**src/rtl/ocp_hiccup_pkg.sv**
```systemverilog
package ocp_hiccup_pkg;

  typedef enum logic [2:0] {
    ST_IDLE    = 3'd0,
    ST_SOFT    = 3'd1,
    ST_RUN     = 3'd2,
    ST_HIC_ZCD = 3'd3,
    ST_HIC_OFF = 3'd4,
    ST_THERM   = 3'd5
  } seq_state_t;

  // Width of a counter that must hold values 0..limit
  function automatic int cnt_width(input int limit);
    return (limit < 2) ? 1 : $clog2(limit + 1);
  endfunction

  // High side may be granted in these states
  function automatic logic hs_window(input seq_state_t st);
    return (st == ST_SOFT) || (st == ST_RUN);
  endfunction

  // Low side held off in these states
  function automatic logic ls_blocked(input seq_state_t st);
    return (st == ST_IDLE) || (st == ST_HIC_OFF) || (st == ST_THERM);
  endfunction

  // Soft-start capacitor drained in these states
  function automatic logic ss_drain(input seq_state_t st);
    return (st == ST_HIC_ZCD) || (st == ST_HIC_OFF) || (st == ST_THERM);
  endfunction

endpackage

```
**src/rtl/ocp_dwell_timer.sv**
```systemverilog
module ocp_dwell_timer #(
  parameter int LIMIT = 300000
) (
  input  logic clk,
  input  logic rst_n,
  input  logic run,
  output logic done
);
  localparam int W = ocp_hiccup_pkg::cnt_width(LIMIT);
  localparam logic [W-1:0] LAST = W'(LIMIT - 1);

  logic [W-1:0] cnt;

  always_ff @(posedge clk or negedge rst_n) begin
    if (!rst_n)          cnt <= '0;
    else if (!run)       cnt <= '0;
    else if (cnt != LAST) cnt <= cnt + 1'b1;
  end

  assign done = run && (cnt == LAST);
endmodule

```
**src/rtl/ocp_run_counter.sv**
```systemverilog
module ocp_run_counter #(
  parameter int LIMIT = 31
) (
  input  logic clk,
  input  logic rst_n,
  input  logic armed,
  input  logic pulse,
  input  logic flag,
  output logic trip
);
  localparam int W = ocp_hiccup_pkg::cnt_width(LIMIT);
  localparam logic [W-1:0] LAST = W'(LIMIT - 1);

  logic [W-1:0] cnt;
  logic         hit;

  assign hit  = armed && pulse && flag;
  assign trip = hit && (cnt == LAST);

  always_ff @(posedge clk or negedge rst_n) begin
    if (!rst_n)      cnt <= '0;
    else if (!armed) cnt <= '0;
    else if (pulse) begin
      if (!flag)          cnt <= '0;
      else if (cnt != LAST) cnt <= cnt + 1'b1;
    end
  end
endmodule

```
**src/rtl/ocp_seq_fsm.sv**
```systemverilog
module ocp_seq_fsm
  import ocp_hiccup_pkg::*;
(
  input  logic       clk,
  input  logic       rst_n,
  input  logic       en,
  input  logic       ot,
  input  logic       uv,
  input  logic       zcd,
  input  logic       arm_done,
  input  logic       wait_done,
  input  logic       oc_trip,
  output seq_state_t cur,
  output logic       launch
);
  seq_state_t nxt;

  always_comb begin
    nxt = cur;
    if (!en)      nxt = ST_IDLE;
    else if (ot)  nxt = ST_THERM;
    else begin
      unique case (cur)
        ST_IDLE:    nxt = ST_SOFT;
        ST_SOFT:    if (arm_done) nxt = ST_RUN;
        ST_RUN:     if (uv || oc_trip) nxt = ST_HIC_ZCD;
        ST_HIC_ZCD: if (zcd) nxt = ST_HIC_OFF;
        ST_HIC_OFF: if (wait_done) nxt = ST_SOFT;
        ST_THERM:   nxt = ST_SOFT;
        default:    nxt = ST_IDLE;
      endcase
    end
  end

  always_ff @(posedge clk or negedge rst_n) begin
    if (!rst_n) begin
      cur    <= ST_IDLE;
      launch <= 1'b0;
    end else begin
      cur    <= nxt;
      launch <= (nxt == ST_SOFT) && (cur != ST_SOFT);
    end
  end
endmodule

```
**src/rtl/ocp_hiccup_seq.sv**
```systemverilog
module ocp_hiccup_seq
  import ocp_hiccup_pkg::*;
#(
  parameter int ARM_CYC  = 300000,
  parameter int WAIT_CYC = 1100000,
  parameter int OC_RUN   = 31
) (
  input  logic       clk,
  input  logic       rst_n,
  input  logic       en_i,
  input  logic       cyc_pulse_i,
  input  logic       oc_valley_i,
  input  logic       uv_i,
  input  logic       ot_i,
  input  logic       zcd_i,
  output logic       hs_permit_o,
  output logic       ls_off_o,
  output logic       ss_dis_o,
  output logic       ss_start_o,
  output logic [2:0] state_o
);
  seq_state_t st;
  logic       in_soft, in_run, in_off;
  logic       arm_done, wait_done, oc_trip, launch;

  assign in_soft = (st == ST_SOFT);
  assign in_run  = (st == ST_RUN);
  assign in_off  = (st == ST_HIC_OFF);

  ocp_dwell_timer #(.LIMIT(ARM_CYC)) i_arm_tmr (
    .clk(clk), .rst_n(rst_n), .run(in_soft), .done(arm_done)
  );

  ocp_dwell_timer #(.LIMIT(WAIT_CYC)) i_wait_tmr (
    .clk(clk), .rst_n(rst_n), .run(in_off), .done(wait_done)
  );

  ocp_run_counter #(.LIMIT(OC_RUN)) i_oc_cnt (
    .clk(clk), .rst_n(rst_n), .armed(in_run),
    .pulse(cyc_pulse_i), .flag(oc_valley_i), .trip(oc_trip)
  );

  ocp_seq_fsm i_fsm (
    .clk(clk), .rst_n(rst_n), .en(en_i), .ot(ot_i), .uv(uv_i),
    .zcd(zcd_i), .arm_done(arm_done), .wait_done(wait_done),
    .oc_trip(oc_trip), .cur(st), .launch(launch)
  );

  assign hs_permit_o = hs_window(st) && !oc_valley_i;
  assign ls_off_o    = ls_blocked(st);
  assign ss_dis_o    = ss_drain(st);
  assign ss_start_o  = launch;
  assign state_o     = st;
endmodule

```
**config.mk**
```make
export PLATFORM = sky130hd
export DESIGN_NAME = ocp_hiccup_seq
export DESIGN_NICKNAME = d
export VERILOG_FILES = /design/src/rtl/ocp_hiccup_pkg.sv /design/src/rtl/ocp_dwell_timer.sv /design/src/rtl/ocp_run_counter.sv /design/src/rtl/ocp_seq_fsm.sv /design/src/rtl/ocp_hiccup_seq.sv
export SDC_FILE = /design/constraint.sdc
export NUM_CORES = 1
export LEC_CHECK = 0
export BUFFER_PORTS_ARGS = -buffer_cell sky130_fd_sc_hd__buf_4
export CELL_PAD_IN_SITES_DETAIL_PLACEMENT = 1
export CELL_PAD_IN_SITES_GLOBAL_PLACEMENT = 1
export CORE_MARGIN = 8
export CORE_UTILIZATION = 48
export CTS_BUF_LIST = sky130_fd_sc_hd__clkbuf_16
export CTS_CLUSTER_DIAMETER = 120
export DETAILED_ROUTE_END_ITERATION = 6
export PLACE_DENSITY = 0.87
export SYNTH_ARGS = -nofsm -noshare
export SYNTH_HDL_FRONTEND = slang
export SYNTH_SLANG_ARGS = --single-unit
export TNS_END_PERCENT = 30
```
**constraint.sdc**
```tcl
create_clock -name clk -period 2.85 [get_ports clk]
set_clock_uncertainty 0.2 [all_clocks]
set_input_delay 0.7125 -clock clk [delete_from_list [all_inputs] [get_ports clk]]
set_output_delay 0.7125 -clock clk [all_outputs]
set_load 0.01 [all_outputs]
```
==> run_results.csv <==
group,metric,value,unit
outcome,status,"complete, no violations",
placed_design,dp_cells,382,
layout,finalNetCount,326,
worst_setup_path,r2r-end,"i_arm_tmr.cnt[18]",
timing,timing_hold_violations_final,0,
worst_setup_path,critical-path-top-delay-family,"flip-flops",
worst_setup_path,crit_type,"flop to output port",
power_and_ir_drop,ir_drop,0.303,mV
timing,clock.fmax,415,MHz
placed_design,place.gp.congestion,0.805,
yosys,syn_area_per_cell,9.43,µm²
timing,drv_slew,0,
cts,cts_hold_buffers,0,
timing,relSlewSlack,56.9,%
routing,drtIter0Drc,117,
yosys,synthesis.nets,314,
cts,htreeDepth,2,
yosys,synth-edff-count,0,
placed_design,io_buffer_count,14,
worst_setup_path,worst_setup_path_end_kind,"output port",
yosys,synth_ff_type,"dfrtp_1",
floorplan,start_util,49.0,%
layout,final_cell_area,3150,µm²
cts,cts_resized,0,
cts,cts_setup_buffers,0,
routing,totalWireLength,7000,µm
timing,fin_crit_sh,84.6,%
power_and_ir_drop,power_per_cell_area,463,nW/µm²
layout,final_cell_mix,"49 x dfrtp_1, 27 x nand2_1, 26 x nor2_1, 17 x buf_4, 16 x a21oi_1",
worst_setup_path,r2r_cells,5,
routing,avgViaCountPerCell,6.13,
routing,ant_nets,0,
yosys,syn-cell-area,2850,µm²
yosys,synth_warnings,0,
worst_setup_path,critPathBufInv,1,
routing,dr.pass1.iters,4,
timing,tightestPinTransition,0.646,ns
timing,finalSetupViolCount,0,
power_and_ir_drop,cellLeakagePower,1.25,nW
worst_setup_path,slowest_stage,"dfrtp_1",
global_routing,grt_pass1_wl,12200,µm
yosys,synth_cell_types,61,
layout,syn_to_final_growth,10.6,%
layout,n_antenna_cell,0,
timing,finalCriticalPeriod,2.41,ns
yosys,synthCells,302,
global_routing,grt_pass1_vias,2541,
cts,cts_root_buf,"clkbuf_16",
min_path,hp-class,"input pin to asynchronous set/reset pin",
routing,drcViolationCount,0,
yosys,netlist_top_cells_area,"dfrtp_1 43%, nand2_1 3.6%, nor2_1 3.4%",
cts,path_clk_slew,0.07,ns
floorplan,ios,15,
worst_setup_path,cp_max_fo,10,
global_routing,globalRouteOverflowTotal,0,
routing,vias,2389,
floorplan,die_x,93.0,µm
routing,routedWlPerCell,17.9,µm
floorplan,coreArea,5820,µm²
flow_run,drv_cap,0,
floorplan,die-height,93.0,µm
floorplan,die_area,8660,µm²
yosys,synth.largest_area_cell,"dfrtp_1",
cts,cts_tree,"built",
yosys,yosysTopAreaCellShare,43.0,%
timing,rsz0062_at_grt,"false",
worst_setup_path,cp.arrival,1.50,ns
power_and_ir_drop,total_power,1.46,mW
yosys,synth_seq_cells,49,
worst_setup_path,start_kind,"flop",
cts,cts_buffers,5,
worst_setup_path,path_cells,"nor2b_1, mux2_2, buf_4",
worst_setup_path,reg2reg_slack,0.65,ns
yosys,synthArstFlopShare,100,%
layout,final_layout_size_suffix_gt1_share,12.7,%
floorplan,rows,28,
cts,cts.sinks,49,
cts,clk_latency,0.29,ns
global_routing,antenna_found_initial,0,
placed_design,hpwl,4900,µm
worst_setup_path,reg2reg_from,"i_arm_tmr.cnt[0]",
global_routing,track_usage,17.1,%
yosys,synth-seq-area-share,43.0,%
layout,layout_commonest_cell,"dfrtp_1",
timing,hold_ws,0.249,ns
cts,clockBufferDepth,2,
worst_setup_path,crit_required,1.94,ns
placed_design,postPlaceCellArea,2990,µm²
worst_setup_path,slowest_delay,0.57,ns
timing,fin_setup_tns,0,ns
layout,finalNonFillerCells,390,
global_routing,grt_max_degree,50,
## logic make-up after synthesis
family                   synth area share (%)
flip-flops                               43.0
AND/OR/NAND/NOR                          30.1
XOR/XNOR                                 5.23
multiplexers                             1.10
AO/OA/AOI/OAI                            15.0
buffers and inverters                    3.78
adder cells (fa/ha/maj)                  1.76
## where the power goes
| group | internal [mW] | switching, mW |
|---|---|---|
| clock network | 0.408 | 0.255 |
| logic | 0.0294 | 0.0513 |
| registers | 0.702 | 0.0121 |
| total | 1.14 | 0.319 |
## worst register-to-register path, stage by stage, from the launching register on
cell and delay [ns]:
dfrtp_1 0.45, ha_1 0.27, nand4_1 0.30, nor4_4 0.51
a31oi_1 0.15, a41o_1 0.22
## through the flow
stage | utilization [%] | setup WS (ns)
6_report | 54.2 | 0.438
5_1_grt | 54.2 | 0.313
4_1_cts | 54.2 | 0.439
3_5_place_dp | 51.4 | 0.703
3_3_place_gp | 51.4 | 0.773
2_1_floorplan | - | 0.868
## registers in the layout, indices dropped and copies added (netlist names)
name,flops
i_arm_tmr.cnt,19
i_fsm.cur,3
i_oc_cnt.cnt,5
i_wait_tmr.cnt,21
i_fsm.launch,1
## cell type report
cell class	count	area, µm²
multi-input combinational	234	1520
fill	674	2660
timing repair buffer	17	128
sequential	49	1230
clock buffer	5	125
tap	75	93.8
clock inverter	3	37.5
inverter	7	26.3
## routing by layer
metal	GRT usage (%)	part of all wire, %
met5	0	0
met1	21.7	47
met3	3.45	2.6
met2	29.0	50
met4	4.03	0.73
## Yosys cell counts (all sizes together) (6+ instances only)
cell type  number
dfrtp          49
nor3           10
a21oi          16
and4            7
buf            10
nand4          13
nand2          28
inv             7
xor2            6
nor2           26
nor4            7
o21ai          15
a31oi           7
nand3          16
xnor2          11
## worst max-delay path by stage
stage	startpoint	endpoint	cells past startpoint
CTS	i_fsm.cur[0]	ss_dis_o	3
global route	i_fsm.cur[0]	ss_dis_o	3
global placement	oc_valley_i	hs_permit_o	3
detailed placement	i_arm_tmr.cnt[0]	i_arm_tmr.cnt[18]	5
finish	i_fsm.cur[0]	ss_dis_o	3
floorplan	i_wait_tmr.cnt[0]	i_wait_tmr.cnt[5]	7
Power figures use the tool's default switching activity.
